**src/rtl/npc_pkg.sv**
```systemverilog
// Package: shared opcode encodings and the control-flow classification
// used by the next-PC unit. Assumes the 6-bit major opcode and function code
// of a classic three-format RISC encoding.
package npc_pkg;
    localparam int OP_W = 6;

    localparam logic [OP_W-1:0] OPC_RTYPE = 6'b000000;
    localparam logic [OP_W-1:0] OPC_JUMP  = 6'b000010;
    localparam logic [OP_W-1:0] OPC_JLINK = 6'b000011;
    localparam logic [OP_W-1:0] OPC_BREQ  = 6'b000100;
    localparam logic [OP_W-1:0] OPC_BRNE  = 6'b000101;
    localparam logic [OP_W-1:0] FN_JREG   = 6'b001000;

    // Kind of successor the current instruction asks for
    typedef enum logic [2:0] {
        FLOW_SEQ  = 3'd0,
        FLOW_BREQ = 3'd1,
        FLOW_BRNE = 3'd2,
        FLOW_JUMP = 3'd3,
        FLOW_JLNK = 3'd4,
        FLOW_JREG = 3'd5
    } flow_kind_e;
endpackage

```
**src/rtl/npc_decode.sv**
```systemverilog
// Module: npc_decode
// Classifies the current instruction into a flow kind. Pure combinational.
// Assumes the opcode/function-code values held in npc_pkg; anything not
// recognised is treated as sequential flow.
module npc_decode
    import npc_pkg::*;
(
    input  logic [OP_W-1:0] op_code,
    input  logic [OP_W-1:0] func_code,
    output flow_kind_e      kind
);
    // Map opcode (and function code for register format) to a flow kind
    always_comb begin
        unique case (op_code)
            OPC_BREQ:  kind = FLOW_BREQ;
            OPC_BRNE:  kind = FLOW_BRNE;
            OPC_JUMP:  kind = FLOW_JUMP;
            OPC_JLINK: kind = FLOW_JLNK;
            OPC_RTYPE: kind = (func_code == FN_JREG) ? FLOW_JREG : FLOW_SEQ;
            default:   kind = FLOW_SEQ;
        endcase
    end
endmodule

```
**src/rtl/npc_target.sv**
```systemverilog
// Module: npc_target
// Builds every candidate successor address from the current PC and picks one
// according to the flow kind and the equality flag. Also produces the return
// address and the misalignment flag for register-held targets.
// Assumes ADDR_W = TGT_W + 2 + page bits and OFS_W <= TGT_W.
module npc_target
    import npc_pkg::*;
#(
    parameter int ADDR_W = 32,
    parameter int TGT_W  = 26,
    parameter int OFS_W  = 16
) (
    input  logic [ADDR_W-1:0] pc_cur,
    input  flow_kind_e        kind,
    input  logic              eq_flag,
    input  logic [TGT_W-1:0]  tgt_field,
    input  logic [ADDR_W-1:0] rs_value,
    output logic [ADDR_W-1:0] pc_next,
    output logic [ADDR_W-1:0] ret_addr,
    output logic              misalign
);
    localparam int ALIGN_W = 2;
    localparam int PAGE_W  = ADDR_W - TGT_W - ALIGN_W;
    localparam int SEXT_W  = ADDR_W - OFS_W - ALIGN_W;
    localparam logic [ADDR_W-1:0] WORD_STEP = ADDR_W'(4);

    logic [ADDR_W-1:0] seq_addr;
    logic [ADDR_W-1:0] rel_ofs;
    logic [ADDR_W-1:0] rel_addr;
    logic [ADDR_W-1:0] page_addr;
    logic [ADDR_W-1:0] reg_addr;
    logic              rel_take;

    // Candidate addresses: sequential, PC-relative, page-local, register
    always_comb begin
        seq_addr  = pc_cur + WORD_STEP;
        rel_ofs   = {{SEXT_W{tgt_field[OFS_W-1]}}, tgt_field[OFS_W-1:0], {ALIGN_W{1'b0}}};
        rel_addr  = seq_addr + rel_ofs;
        page_addr = {pc_cur[ADDR_W-1 -: PAGE_W], tgt_field, {ALIGN_W{1'b0}}};
        reg_addr  = {rs_value[ADDR_W-1:ALIGN_W], {ALIGN_W{1'b0}}};
    end

    // Branch condition: equal-branch wants eq_flag, not-equal wants its inverse
    always_comb begin
        rel_take = ((kind == FLOW_BREQ) &&  eq_flag) ||
                   ((kind == FLOW_BRNE) && !eq_flag);
    end

    // Successor select
    always_comb begin
        unique case (kind)
            FLOW_BREQ, FLOW_BRNE: pc_next = rel_take ? rel_addr : seq_addr;
            FLOW_JUMP, FLOW_JLNK: pc_next = page_addr;
            FLOW_JREG:            pc_next = reg_addr;
            default:              pc_next = seq_addr;
        endcase
    end

    // Return address and misalignment report
    always_comb begin
        ret_addr = seq_addr;
        misalign = (kind == FLOW_JREG) && (rs_value[ALIGN_W-1:0] != '0);
    end
endmodule

```
**src/rtl/npc_pcreg.sv**
```systemverilog
// Module: npc_pcreg
// The program-counter register: synchronous active-low reset to START_PC,
// otherwise loads the offered successor when the advance enable is high.
// Assumes START_PC is word aligned.
module npc_pcreg #(
    parameter int                ADDR_W   = 32,
    parameter logic [ADDR_W-1:0] START_PC = '0
) (
    input  logic              clk,
    input  logic              rst_n,
    input  logic              adv_en,
    input  logic [ADDR_W-1:0] pc_d,
    output logic [ADDR_W-1:0] pc_q
);
    // PC state update
    always_ff @(posedge clk) begin
        if (!rst_n)
            pc_q <= START_PC;
        else if (adv_en)
            pc_q <= pc_d;
    end

    assert_reset_load_R1: assert property (@(posedge clk) disable iff (!rst_n)
        !$past(rst_n) |-> pc_q == START_PC)
        else $error("pc not at start address after reset");

    assert_stall_hold_R2: assert property (@(posedge clk) disable iff (!rst_n)
        ($past(rst_n) && !$past(adv_en)) |-> pc_q == $past(pc_q))
        else $error("pc moved while stalled");

    assert_commit_next_R10: assert property (@(posedge clk) disable iff (!rst_n)
        ($past(rst_n) && $past(adv_en)) |-> pc_q == $past(pc_d))
        else $error("pc did not take offered successor");

    assert_word_aligned_R10: assert property (@(posedge clk) disable iff (!rst_n)
        $past(rst_n) |-> pc_q[1:0] == 2'b00)
        else $error("pc low bits not zero");
endmodule

```
**src/rtl/npc_unit.sv**
```systemverilog
// Module: npc_unit (top)
// Next-fetch-address unit: decodes the flow kind, builds the successor and
// return address, and holds the PC. Assumes one instruction per cycle while
// adv_en is high and a word-aligned START_PC.
module npc_unit
    import npc_pkg::*;
#(
    parameter int                ADDR_W   = 32,
    parameter int                TGT_W    = 26,
    parameter int                OFS_W    = 16,
    parameter logic [ADDR_W-1:0] START_PC = 32'h0040_0000
) (
    input  logic              clk,
    input  logic              rst_n,
    input  logic              adv_en,
    input  logic [OP_W-1:0]   op_code,
    input  logic [OP_W-1:0]   func_code,
    input  logic [TGT_W-1:0]  tgt_field,
    input  logic [ADDR_W-1:0] rs_value,
    input  logic              eq_flag,
    output logic [ADDR_W-1:0] pc_q,
    output logic [ADDR_W-1:0] pc_next,
    output logic [ADDR_W-1:0] link_val,
    output logic              link_we,
    output logic              align_err
);
    localparam int PAGE_HI = ADDR_W - 1;
    localparam int PAGE_LO = TGT_W + 2;

    flow_kind_e kind;

    npc_decode u_decode (
        .op_code   (op_code),
        .func_code (func_code),
        .kind      (kind)
    );

    npc_target #(
        .ADDR_W (ADDR_W),
        .TGT_W  (TGT_W),
        .OFS_W  (OFS_W)
    ) u_target (
        .pc_cur    (pc_q),
        .kind      (kind),
        .eq_flag   (eq_flag),
        .tgt_field (tgt_field),
        .rs_value  (rs_value),
        .pc_next   (pc_next),
        .ret_addr  (link_val),
        .misalign  (align_err)
    );

    npc_pcreg #(
        .ADDR_W   (ADDR_W),
        .START_PC (START_PC)
    ) u_pcreg (
        .clk    (clk),
        .rst_n  (rst_n),
        .adv_en (adv_en),
        .pc_d   (pc_next),
        .pc_q   (pc_q)
    );

    // Link strobe: only a committed jump-and-link writes the return register
    always_comb begin
        link_we = adv_en && (kind == FLOW_JLNK);
    end

    assert_link_only_jal_R8: assert property (@(posedge clk) disable iff (!rst_n)
        link_we |-> (op_code == OPC_JLINK && adv_en))
        else $error("link strobe outside jump-and-link");

    assert_jump_page_kept_R7: assert property (@(posedge clk) disable iff (!rst_n)
        (adv_en && (op_code == OPC_JUMP || op_code == OPC_JLINK))
            |=> pc_q[PAGE_HI:PAGE_LO] == $past(pc_q[PAGE_HI:PAGE_LO]))
        else $error("jump left the current page");

    assert_jreg_misalign_R9: assert property (@(posedge clk) disable iff (!rst_n)
        (op_code == OPC_RTYPE && func_code == FN_JREG && rs_value[1:0] != 2'b00)
            |-> (align_err && pc_next[1:0] == 2'b00))
        else $error("misaligned register target not flagged or not cleared");
endmodule

```
**config.mk**
```make
export PLATFORM = sky130hd
export DESIGN_NAME = npc_unit
export DESIGN_NICKNAME = d
export VERILOG_FILES = /design/src/rtl/npc_pkg.sv /design/src/rtl/npc_decode.sv /design/src/rtl/npc_target.sv /design/src/rtl/npc_pcreg.sv /design/src/rtl/npc_unit.sv
export SDC_FILE = /design/constraint.sdc
export NUM_CORES = 1
export LEC_CHECK = 0
export BUFFER_PORTS_ARGS = -buffer_cell sky130_fd_sc_hd__buf_2
export CAP_MARGIN = 20
export CORE_AREA = 2 2 116 118
export CTS_CLUSTER_SIZE = 16
export DETAILED_ROUTE_END_ITERATION = 10
export DIE_AREA = 0 0 118 120
export SLEW_MARGIN = 20
export SYNTH_ARGS = -nofsm -noshare
export SYNTH_HDL_FRONTEND = slang
export SYNTH_SLANG_ARGS = --single-unit
```
**constraint.sdc**
```tcl
create_clock -name clk -period 4.6 [get_ports clk]
set_input_delay 0.46 -clock clk [delete_from_list [all_inputs] [get_ports clk]]
set_output_delay 0.46 -clock clk [all_outputs]
set_load 0.02 [all_outputs]
```
# == Word-level counts from Yosys, hierarchy flattened ==
# Index checks and enable logic that the tools add are counted.
# totals
regBits,32
inputBits,74
out_inout_bits,98
word_cells,27
# op_classes
addsub,2
n_eq_ne,10
mux,4
n_reduce_logical,10
# op_table
op,count
$pmux W32 S3,1
$add A32 B3 Y32 const B,1
$add A32 B32 Y32,1
$mux W32,1
$pmux W3 S5,1
$eq A6 B2 Y1 const B,2
$eq A6 B3 Y1 const B,2
$eq A3 B2 Y1 const B,2
$eq A3 B3 Y1 const B,2
$eq A6 B4 Y1 const B,1
$logic_not A6 Y1,1
$logic_and A1 B1 Y1,4
$reduce_or A2 Y1,2
$eq A3 B1 Y1 const B,1
$mux W3,1
$reduce_bool A2 Y1,1
$logic_not A1 Y1,1
$logic_or A1 B1 Y1,1

# == Logic depth before layout (Yosys ltp) ==
# Gate-level depths: netlist (run 1).
# depth
ltp_word,8
mapped_depth,16
ltp_nobuf,15

# == Cells and area by module ==
# From an unflattened synthesis (run 1), not the netlist that was laid out.
# hier_totals
cells_unflattened,601
hier_area_um2,4634.4
# by_module_without_submodules
module,instances,cells_per_inst,area_per_inst_um2,seq_area_each_um2
npc_target,1,486,3293.2,0.0
npc_pcreg,1,103,1241.2,640.6
npc_decode,1,11,87.6,0.0
npc_unit,1,1,12.5,0.0

# == Worst setup path before layout (run 1) ==
# No wires, ideal clock.
# synth_path
kind,reg-to-output
startpoint,register u_pcreg.pc_q[8]
endpoint,output pc_next[30]
arrival_ns,4.190
t_required_ns,4.140
path_slack_ns,-0.050
path_stages_with_launch,16
n_path_buf,1
cell_sequence,dfxtp_1 > and4_1 > nor4b_4 > nand2_1 > or3_1 > xnor2_1 > ha_1 > clkbuf_1 > a21oi_1 > o21ai_0 > a211o_2 > a21o_1 > a21oi_1 > or3_1 > nand3_1 > or3_1
# synth_via
elab_chain_cells,4
# synth_lines
item,line_no,text
"start, declared",npc_pcreg.sv:13,output logic [ADDR_W-1:0] pc_q
"start signal, assigned",npc_pcreg.sv:20,pc_q <= pc_d;
$add A32 B3 Y32,npc_target.sv:36,seq_addr = pc_cur + WORD_STEP;
named net link_val[21],npc_unit.sv:23,"output logic [ADDR_W-1:0] link_val,"
$add A32 B32 Y32,npc_target.sv:38,rel_addr = seq_addr + rel_ofs;
$mux W32,npc_target.sv:52,"FLOW_BREQ, FLOW_BRNE: pc_next = rel_take ? rel_addr : seq_addr;"
$pmux W32 S3,npc_target.sv:51,unique case (kind)
"end, declared",npc_unit.sv:22,"output logic [ADDR_W-1:0] pc_next,"
# The timed path passes the listed nets, and every way through them passes these cells.

# == Worst setup path in the final report (run 1) ==
# layout_path
startpoint,register u_pcreg.pc_q[5]
endpoint,output pc_next[26]
# layout_via
elab_chain_cells,4
# layout_lines
item,line_no
$add A32 B3 Y32 (*),npc_target.sv:36
$add A32 B32 Y32,npc_target.sv:38
$mux W32,npc_target.sv:52
$pmux W32 S3 (*),npc_target.sv:51
# Every way passes the cells marked *; elsewhere a longest branch is shown, timed or not.

==> impl_metrics.tcl, run 1 <==
set metrics [dict create \
    hold_viol 0 \
    fp.dieH_um 120 \
    yosys_register_bits 32 \
    die_w_um 118 \
    fin_setup_tns_ns 0 \
    fillerInstances 1351 \
    initial_core_util_pct 33.97 \
    avgSynthCellArea_um2 7.205 \
    vias 5497 \
    design_area_um2 5904 \
    synth_nets 721 \
    area.sequential_um2 653.1 \
    yosysSeqAreaShare_pct 14.53 \
    drt_iter0_drc 321 \
    grt_setup_unrepaired "yes" \
    drc 0 \
    diodes 0 \
    antenna_found_initial 0 \
    io_pins 172 \
    crit_family "simple AND/OR/NAND/NOR gates" \
    synth_flop_cell "dfxtp_1" \
    cts.sinks 32 \
    finalWirelength_um 17980 \
    yosys.area.top_type_share_pct 14.53 \
    total_power_uw 1160 \
    maxCapViolCount 0 \
    ir_worst_vdd_v 0.0001124 \
    grt_pass1_wl_um 27420 \
    skew_ns 0.004415 \
    power.density_nw_per_um2 196.4 \
    finalSetupViolations 0 \
    netlist_top_cells_count "nand2_1, a21oi_1, nor2_1, o21ai_0, ha_1" \
    maxSlewViolCount 0 \
    area_growth_syn_to_layout_pct 33.91 \
    synth-warning-count 0 \
    grt_pass1_vias 5099 \
    multiInputGateArea_um2 3696 \
    io_buffers 171 \
    cp_slowest_cell "or3b_1" \
    dieArea_um2 14160 \
    arrival_ns 4.06 \
    cts_buffer_depth 2 \
    cts_hold_buf 0 \
    ys_types 70 \
    hp-class "flip-flop to flip-flop" \
    start_kind "flip-flop" \
    worstSetupPathType "flip-flop to output pin" \
    routed_via_density 5.720 \
    postLayoutCoreUtil_pct 45.49 \
    grt_overflow 0 \
    synthCells 612 \
    gp_congestion 0.9439 \
    synth.most_common_cell "nand2_1" \
    yosys.area.top_type "dfxtp_1" \
    largest_register_ffs 32 \
    crit_fanout 6 \
    cp.required_ns 4.14 \
    grt.total_usage_pct 24.42 \
    outcome "complete, no violations" \
    wire_per_inst_um 18.71 \
    clkSlewWorstSetupHoldPaths_ns 0.05 \
    insertion_delay_ns 0.29 \
    htreeDepth 2 \
    async_reset_ff_share_pct 0 \
    cts_buffers 5 \
    tightest_slew_ns 0.9486 \
    max_stage_delay_ns 0.39 \
    slew_headroom_pct 36.52 \
    fmaxAchievable_mhz 221.1 \
    std_cell_rows 42 \
    grt_max_degree 40 \
    largest_register "u_pcreg.pc_q" \
    cp_cell_sequence "nand4_1 -> nor4b_4 -> buf_4 -> xor2_1 -> ha_1 -> and4_4 -> a21o_1 -> or3b_1 -> o211a_4 -> a31oi_4 -> mux2i_1 -> a311oi_2 -> buf_2" \
    synth_area_leaders "dfxtp_1, ha_1, a21oi_1" \
    setup.worst_path.end_class "output pin" \
    tritoncts "done" \
    cp_num_buf_inv 2 \
    fin_crit_sh_pct 98.32 \
    fin_nets 893 \
    antenna_left 0 \
    min_period_ns 4.523 \
    synthesis.area_um2 4409 \
    core_um2 12980 \
    dr.pass1.iters 5 \
    top_regs "u_pcreg.pc_q x32" \
    p_leak_uw 0.002878 \
    cts_root_buf "clkbuf_16" \
    detailed_place_hpwl_um 14000 \
    dpl_cell_area_um2 5550 \
    synth-edff-count 0 \
    final_layout_size_suffix_gt1_share_pct 34.52 \
]
layout make-up:
type,count,share of cell area [%]
multi-input combinational,518,62.60
timing repair buffer,203,18.61
sequential,32,11.06
tap,176,3.730
clock buffer,8,2.479
inverter,24,1.526
report_power, final:
group	switching [uW]	leakage [uW]	total, uW	internal (uW)
clock	135	0.0000712	352	216
combinational	300	0.00254	494	194
sequential	21.5	0.000266	314	292
layer usage:
layer / up-vias / GRT usage, % / wire length [um]
li1: 2644 / - / -
met1: 2612 / 33.25 / 8017
met2: 222 / 40.73 / 8566
met3: 19 / 3.470 / 1120
met4: 0 / 5.873 / 276
met5: - / 0 / 0
path summary, 6_finish.rpt:
kind,start,end,slack [ns],cells after the start
worst max register to register,u_pcreg.pc_q[5]$_SDFFE_PN0P_,u_pcreg.pc_q[26]$_SDFFE_PN0P_,0.80,13
worst max-delay path,u_pcreg.pc_q[5]$_SDFFE_PN0P_,pc_next[26],0.08,13
worst min register to register,u_pcreg.pc_q[3]$_SDFFE_PN0P_,u_pcreg.pc_q[3]$_SDFFE_PN0P_,0.50,2
worst min-delay path,u_pcreg.pc_q[3]$_SDFFE_PN0P_,u_pcreg.pc_q[3]$_SDFFE_PN0P_,0.50,2
repair_timing:
| item | CTS | global route |
|---|---|---|
| pin swaps | 4 | 10 |
| endpoints found under the setup margin | 3 | 12 |
| setup buffers | 1 | 2 |
| hold endpoints to repair | 0 | 0 |
| resized for setup | 14 | 34 |
| cloned | 0 | 0 |
placed cells by master, fill, tap and decap left out, drive strengths merged, types with 6 or more instances in the layout:
cell type / Yosys / layout
a211oi: 7 / 7
a21o: 11 / 11
a21oi: 46 / 46
a221o: 6 / 6
a22o: 18 / 18
a22oi: 8 / 8
a31oi: 7 / 7
and3: 9 / 9
and4: 8 / 8
buf: 8 / 203
clkbuf: 30 / 8
dfxtp: 32 / 32
ha: 34 / 34
inv: 24 / 24
mux2i: 7 / 7
nand2: 54 / 54
nand3: 32 / 32
nand4: 16 / 16
nor2: 45 / 45
nor2b: 7 / 7
nor3: 21 / 21
nor4: 6 / 6
o211ai: 6 / 6
o21a: 8 / 8
o21ai: 45 / 45
o21ba: 6 / 6
or3: 10 / 10
xnor2: 26 / 26
xor2: 17 / 17
cell families (layout without fill, tap and decap cells):
logic type,Yosys count,after routing,share of synthesized area [%]
AO/OA/AOI/OAI,202,202,32.01
XOR/XNOR,43,43,8.541
adder cells (fa/ha/maj),35,35,10.10
buffers and inverters,62,235,5.675
flip-flops,32,32,14.53
multiplexers,7,7,1.589
AND/OR/NAND/NOR,231,231,27.55
metrics by stage:
| stage | hold slack, ns | std cells | worst slack [ns] |
|---|---|---|---|
| final | 0.5003 | 961 | 0.07708 |
| after global routing | 0.5247 | 961 | -0.01286 |
| after detailed placement | 0.4975 | 950 | 0.1893 |
| after floorplan | 0.5785 | 612 | 0.1185 |
| after global placement | 0.4910 | 950 | 0.2191 |
| after CTS | 0.5072 | 959 | -0.01737 |
worst min-delay path: cells and delay by family (launching register included):
family,cells,cell delay (ns)
simple gates,1,0.06
flops,1,0.34
compound gates,1,0.06
Note: power is estimated with default switching activity, not from simulation.
==> run 2: changes to the inputs <==
- CORE_AREA: 2 2 116 118 -> 2 2 96 98
- DIE_AREA: 0 0 118 120 -> 0 0 98 100
- PLACE_DENSITY: unset -> 0.82
==> run 2 against run 1 <==
Effect of this change: global-route usage increased by 8.8 points; highest routed layer unchanged; core utilization increased by 20 points; final cell count decreased by 7.9%; clock skew increased by 0.0035 ns; die area is 31% lower; sequential power barely moved; combinational power increased by 0.8%; critical path depth grew 1; total power is 5.4% lower; flip-flop and latch count is the same; sequential share of layout area up 0.095 points; register-to-register slack got worse by 0.11 ns.
==> impl_metrics.tcl, run 2 (synthesis gave the netlist of run 1 again) <==
set metrics [dict create \
    wire_per_inst_um 19.64 \
    cp.required_ns 4.14 \
    antenna_found_initial 0 \
    arrival_ns 4.10 \
    std_cell_rows 35 \
    drc 0 \
    min_path_cells 1 \
    slew_headroom_pct 33.42 \
    finalSetupViolations 0 \
    fillerInstances 792 \
    worstSetupPathType "flip-flop to output pin" \
    cts_hold_buf 0 \
    grt_overflow 0 \
    min_period_ns 4.561 \
    tightest_slew_ns 0.9955 \
    layout_commonest_cell "buf_2" \
    top_regs "u_pcreg.pc_q x32" \
    setup_ws_ns 0.03854 \
    maxSlewViolCount 0 \
    reg2regPathDepth 16 \
    grt_max_degree 40 \
    fin_setup_tns_ns 0 \
    area_growth_syn_to_layout_pct 31.75 \
    cts_root_buf "clkbuf_8" \
    gp_congestion 0.9988 \
    final_layout_size_suffix_gt1_share_pct 35.66 \
    p_leak_uw 0.002800 \
    crit_fanout 10 \
    fin_crit_sh_pct 99.16 \
    cts.sinks 32 \
    skew_ns 0.007898 \
    outcome "complete, no violations" \
    grt.total_usage_pct 33.26 \
    fmaxAchievable_mhz 219.2 \
    routed_via_density 6.513 \
    antenna_left 0 \
    core_um2 8890 \
    io_pins 172 \
    power.density_nw_per_um2 188.7 \
    hold_viol 0 \
    place_ws_ns 0.2410 \
    dieArea_um2 9800 \
    finalWirelength_um 17380 \
    largest_register "u_pcreg.pc_q" \
    detailed_place_hpwl_um 12990 \
    io_buffers 171 \
    ir_worst_vdd_v 0.0001213 \
    insertion_delay_ns 0.29 \
    vias 5764 \
    die_w_um 98 \
    clkSlewWorstSetupHoldPaths_ns 0.08 \
    cts_buffers 5 \
    diodes 0 \
    start_kind "flip-flop" \
    setup.worst_path.end_class "output pin" \
    fp.dieH_um 100 \
    tritoncts "done" \
    hp-class "flip-flop to flip-flop" \
    fin_nets 882 \
    grt_pass1_vias 5202 \
    cts_buffer_depth 2 \
    largest_register_ffs 32 \
    rrSetupSlack_ns 0.69 \
    initial_core_util_pct 49.60 \
    htreeDepth 2 \
    final_cell_mix "buf_2, nand2_1, nor2_1" \
    dr.pass1.iters 5 \
    maxCapViolCount 0 \
    drt_iter0_drc 437 \
    grt_setup_unrepaired "yes" \
    grt_pass1_wl_um 26490 \
]
run 2: worst paths after layout:
kind,start,to
max,u_pcreg.pc_q[5]$_SDFFE_PN0P_,pc_next[28]
min,u_pcreg.pc_q[1]$_SDFFE_PN0P_,u_pcreg.pc_q[1]$_SDFFE_PN0P_
max reg2reg,u_pcreg.pc_q[5]$_SDFFE_PN0P_,u_pcreg.pc_q[26]$_SDFFE_PN0P_
min reg2reg,u_pcreg.pc_q[1]$_SDFFE_PN0P_,u_pcreg.pc_q[1]$_SDFFE_PN0P_
run 2: area by class of cell:
cell class,instances,area (um2),area share [%]
Timing Repair Buffer,192,1018,17.53
Sequential cell,32,648.1,11.16
Tap cell,111,138.9,2.391
Clock buffer,5,68.82,1.185
Clock inverter,3,42.54,0.7323
Multi-Input combinational cell,518,3802,65.45
Inverter,24,90.09,1.551
run 2: worst max-delay path, stage by stage, from the launching register on:
cell     delay (ns)
dfxtp_2        0.38
nand4_1        0.23
nor4b_4        0.38
buf_4          0.21
nand3_1        0.10
xnor2_1        0.30
ha_1           0.42
and2_1         0.23
o21a_1         0.16
nor4_1         0.41
a21oi_1        0.20
a21oi_1        0.30
nand3_1        0.17
nand3_1        0.14
buf_2          0.17
run 2: repair_timing:
item / 4_1_cts / 5_1_grt
pin swaps: 1 / 14
endpoints found under the setup margin: 2 / 14
resized for setup: 6 / 59
buffers inserted: 0 / 6
run 2: per-stage QoR:
step / hold slack (ns) / area [um2] / util [%] / power, uW / instances
floorplan: 0.5785 / 4417 / - / 617.0 / 612
global placement: 0.4901 / 5370 / 60.41 / 761.8 / 871
detailed placement: 0.5005 / 5370 / 60.41 / 770.4 / 871
CTS: 0.5038 / 5500 / 61.87 / 1050 / 879
global route: 0.5281 / 5809 / 65.35 / 1146 / 885
finish: 0.5090 / 5809 / 65.35 / 1096 / 885
run 2: routing by layer:
metal / up-vias / GRT usage [%] / wire, um
met5: - / 0 / 0
met4: 0 / 11.43 / 579
met3: 51 / 5.501 / 1857
met2: 370 / 56.38 / 8251
met1: 2719 / 43.00 / 6691
li1: 2624 / - / -
run 2: power breakdown:
part / leakage [uW] / switching (uW) / internal, uW / total, uW
combinational: 0.00248 / 306 / 193 / 498
sequential: 0.000264 / 23.4 / 291 / 315
clock: 0.0000541 / 123 / 160 / 283
total: 0.00280 / 452 / 644 / 1100
==> run 3: changes to the inputs <==
- clock period: 4.6 -> 5.15 ns (I/O delays scaled with it)
==> run 3 against run 2 <==
Effect of this change: global-route usage decreased by 1.0 points; via count decreased by 4.3%; setup slack improved by 0.22 ns; clock skew increased by 0.0018 ns; worst hold slack got worse by 0.0065 ns; total power decreased by 18%; core utilization decreased by 4.1 points; sequential share of layout area increased by 0.61 points; combinational power decreased by 17%; final cell count decreased by 1.0%; clock power decreased by 26%; highest routed layer unchanged.
==> impl_metrics.tcl, run 3 (synthesis gave the netlist of run 1 again) <==
set metrics [dict create \
    dr.pass1.iters 6 \
    arrival_ns 4.37 \
    finalSetupViolations 0 \
    grt.total_usage_pct 32.25 \
    switchingPower_uw 382.7 \
    antenna_left 0 \
    slew_headroom_pct 42.03 \
    grt_pass1_wl_um 25650 \
    std_cell_rows 35 \
    dieArea_um2 9800 \
    power.density_nw_per_um2 165.9 \
    largest_register "u_pcreg.pc_q" \
    cts_buffer_depth 2 \
    final_cell_mix "buf_2, nand2_1, a21oi_1" \
    hold_viol 0 \
    seq_power_share_pct 31.0 \
    maxSlewViolCount 0 \
    clockPowerShare_pct 23.2 \
    crit_fanout 8 \
    cp.required_ns 4.64 \
    setup_ws_ns 0.2605 \
    grt_max_degree 40 \
    core_um2 8890 \
    outcome "complete, no violations" \
    fp.dieH_um 100 \
    htreeDepth 2 \
    io_pins 172 \
    diodes 0 \
    io_buffers 171 \
    cts_buffers 5 \
    die_w_um 98 \
    clkSlewWorstSetupHoldPaths_ns 0.07 \
    setup.worst_path.end_class "output pin" \
    fin_setup_tns_ns 0 \
    drt_iter0_drc 524 \
    p_leak_uw 0.002699 \
    initial_core_util_pct 49.60 \
    vias 5517 \
    skew_ns 0.009703 \
    layout_commonest_cell "buf_2" \
    max_stage_delay_ns 0.47 \
    top_regs "u_pcreg.pc_q x32" \
    finalWirelength_um 16850 \
    wire_per_inst_um 19.24 \
    drc 0 \
    insertion_delay_ns 0.29 \
    total_power_uw 903.0 \
    fmaxAchievable_mhz 204.5 \
    cp_num_buf_inv 2 \
    routed_via_density 6.298 \
    final_layout_size_suffix_gt1_share_pct 28.24 \
    maxCapViolCount 0 \
    tritoncts "done" \
    cts_root_buf "clkbuf_8" \
    cts.sinks 32 \
    p_int_uw 520.3 \
    worstSetupPathType "flip-flop to output pin" \
    fin_crit_sh_pct 94.94 \
    place_ws_ns 0.4449 \
    tightest_slew_ns 0.8663 \
    cp_cell_sequence "nand4_1 -> nor2_1 -> buf_4 -> nand4_1 -> nor3_1 -> xor2_1 -> ha_1 -> a21oi_1 -> o21a_1 -> o221ai_1 -> nor4_1 -> nor3_1 -> a211oi_2 -> xor2_1 -> o21ai_0 -> buf_2" \
    comb_power_share_pct 45.8 \
    fin_nets 873 \
    grt_overflow 0 \
    ir_worst_vdd_v 0.0001079 \
    min_period_ns 4.889 \
    detailed_place_hpwl_um 13210 \
    gp_congestion 0.9772 \
    hp-class "flip-flop to flip-flop" \
    grt_pass1_vias 5062 \
    area_growth_syn_to_layout_pct 23.47 \
    largest_register_ffs 32 \
    antenna_found_initial 0 \
    netSwitchingFraction_pct 42.38 \
    cp_slowest_cell "dfxtp_1" \
    crit_family "simple AND/OR/NAND/NOR gates" \
    cts_hold_buf 0 \
    start_kind "flip-flop" \
    postLayoutCoreUtil_pct 61.24 \
]
[run 3: metal layers]
metal,track usage (%),wire length (um)
met4,10.68,488
met1,41.80,6849
met3,4.109,1461
met2,55.69,8054
met5,0,0
[run 3: area by class of cell]
type | instances | area, um2
multi-input combinational | 518 | 3532
fill | 873 | 3446
timing repair buffer | 183 | 949.7
sequential | 32 | 640.6
tap | 111 | 138.9
inverter | 24 | 90.09
clock buffer | 6 | 82.58
clock inverter | 2 | 10.01
[run 3: worst paths after layout]
check / from / end / slack (ns) / depth (start not counted)
worst min register to register: u_pcreg.pc_q[0]$_SDFFE_PN0P_ / u_pcreg.pc_q[0]$_SDFFE_PN0P_ / 0.50 / 1
worst max register to register: u_pcreg.pc_q[8]$_SDFFE_PN0P_ / u_pcreg.pc_q[30]$_SDFFE_PN0P_ / 1.05 / 15
worst min-delay path: u_pcreg.pc_q[0]$_SDFFE_PN0P_ / u_pcreg.pc_q[0]$_SDFFE_PN0P_ / 0.50 / 1
worst max-delay path: u_pcreg.pc_q[5]$_SDFFE_PN0P_ / pc_next[31] / 0.26 / 16
[run 3: worst register-to-register path: stages (launching register included)]
cell and delay (ns):
dfxtp_1 0.45, and4_2 0.33, nor4b_4 0.21, buf_4 0.18, nand2_1 0.07, or3_1 0.36, xnor2_2 0.17, ha_1 0.40
a21oi_1 0.21, o21ai_0 0.18, a211o_2 0.40, a21o_1 0.16, a21oi_1 0.19, or3_1 0.14, nand3_1 0.08, o41a_1 0.44
[run 3: through the flow]
stage                     instance area [um2]  cells  hold WS, ns
after detailed placement                 5304    864       0.4949
after global routing                     5444    876       0.5198
after floorplan                          4409    612       0.5785
after CTS                                5396    872       0.5065
final                                    5444    876       0.5026
after global placement                   5304    864       0.4875
[run 3: power by group through the flow]
stage                     sequential [uW]  combinational (uW)  clock [uW]
final                                 279                 414         210
after global routing                  281                 446         220
after CTS                             278                 406         209
after detailed placement              284                 403           0
after global placement                283                 400           0
after floorplan                       294                 257           0
[run 3: what timing repair did]
action / 4_1_cts / 5_1_grt
gates resized for setup: 0 / 3
hold endpoints to repair: 0 / 0
setup endpoints to repair: 0 / 2
buffers inserted: 0 / 3
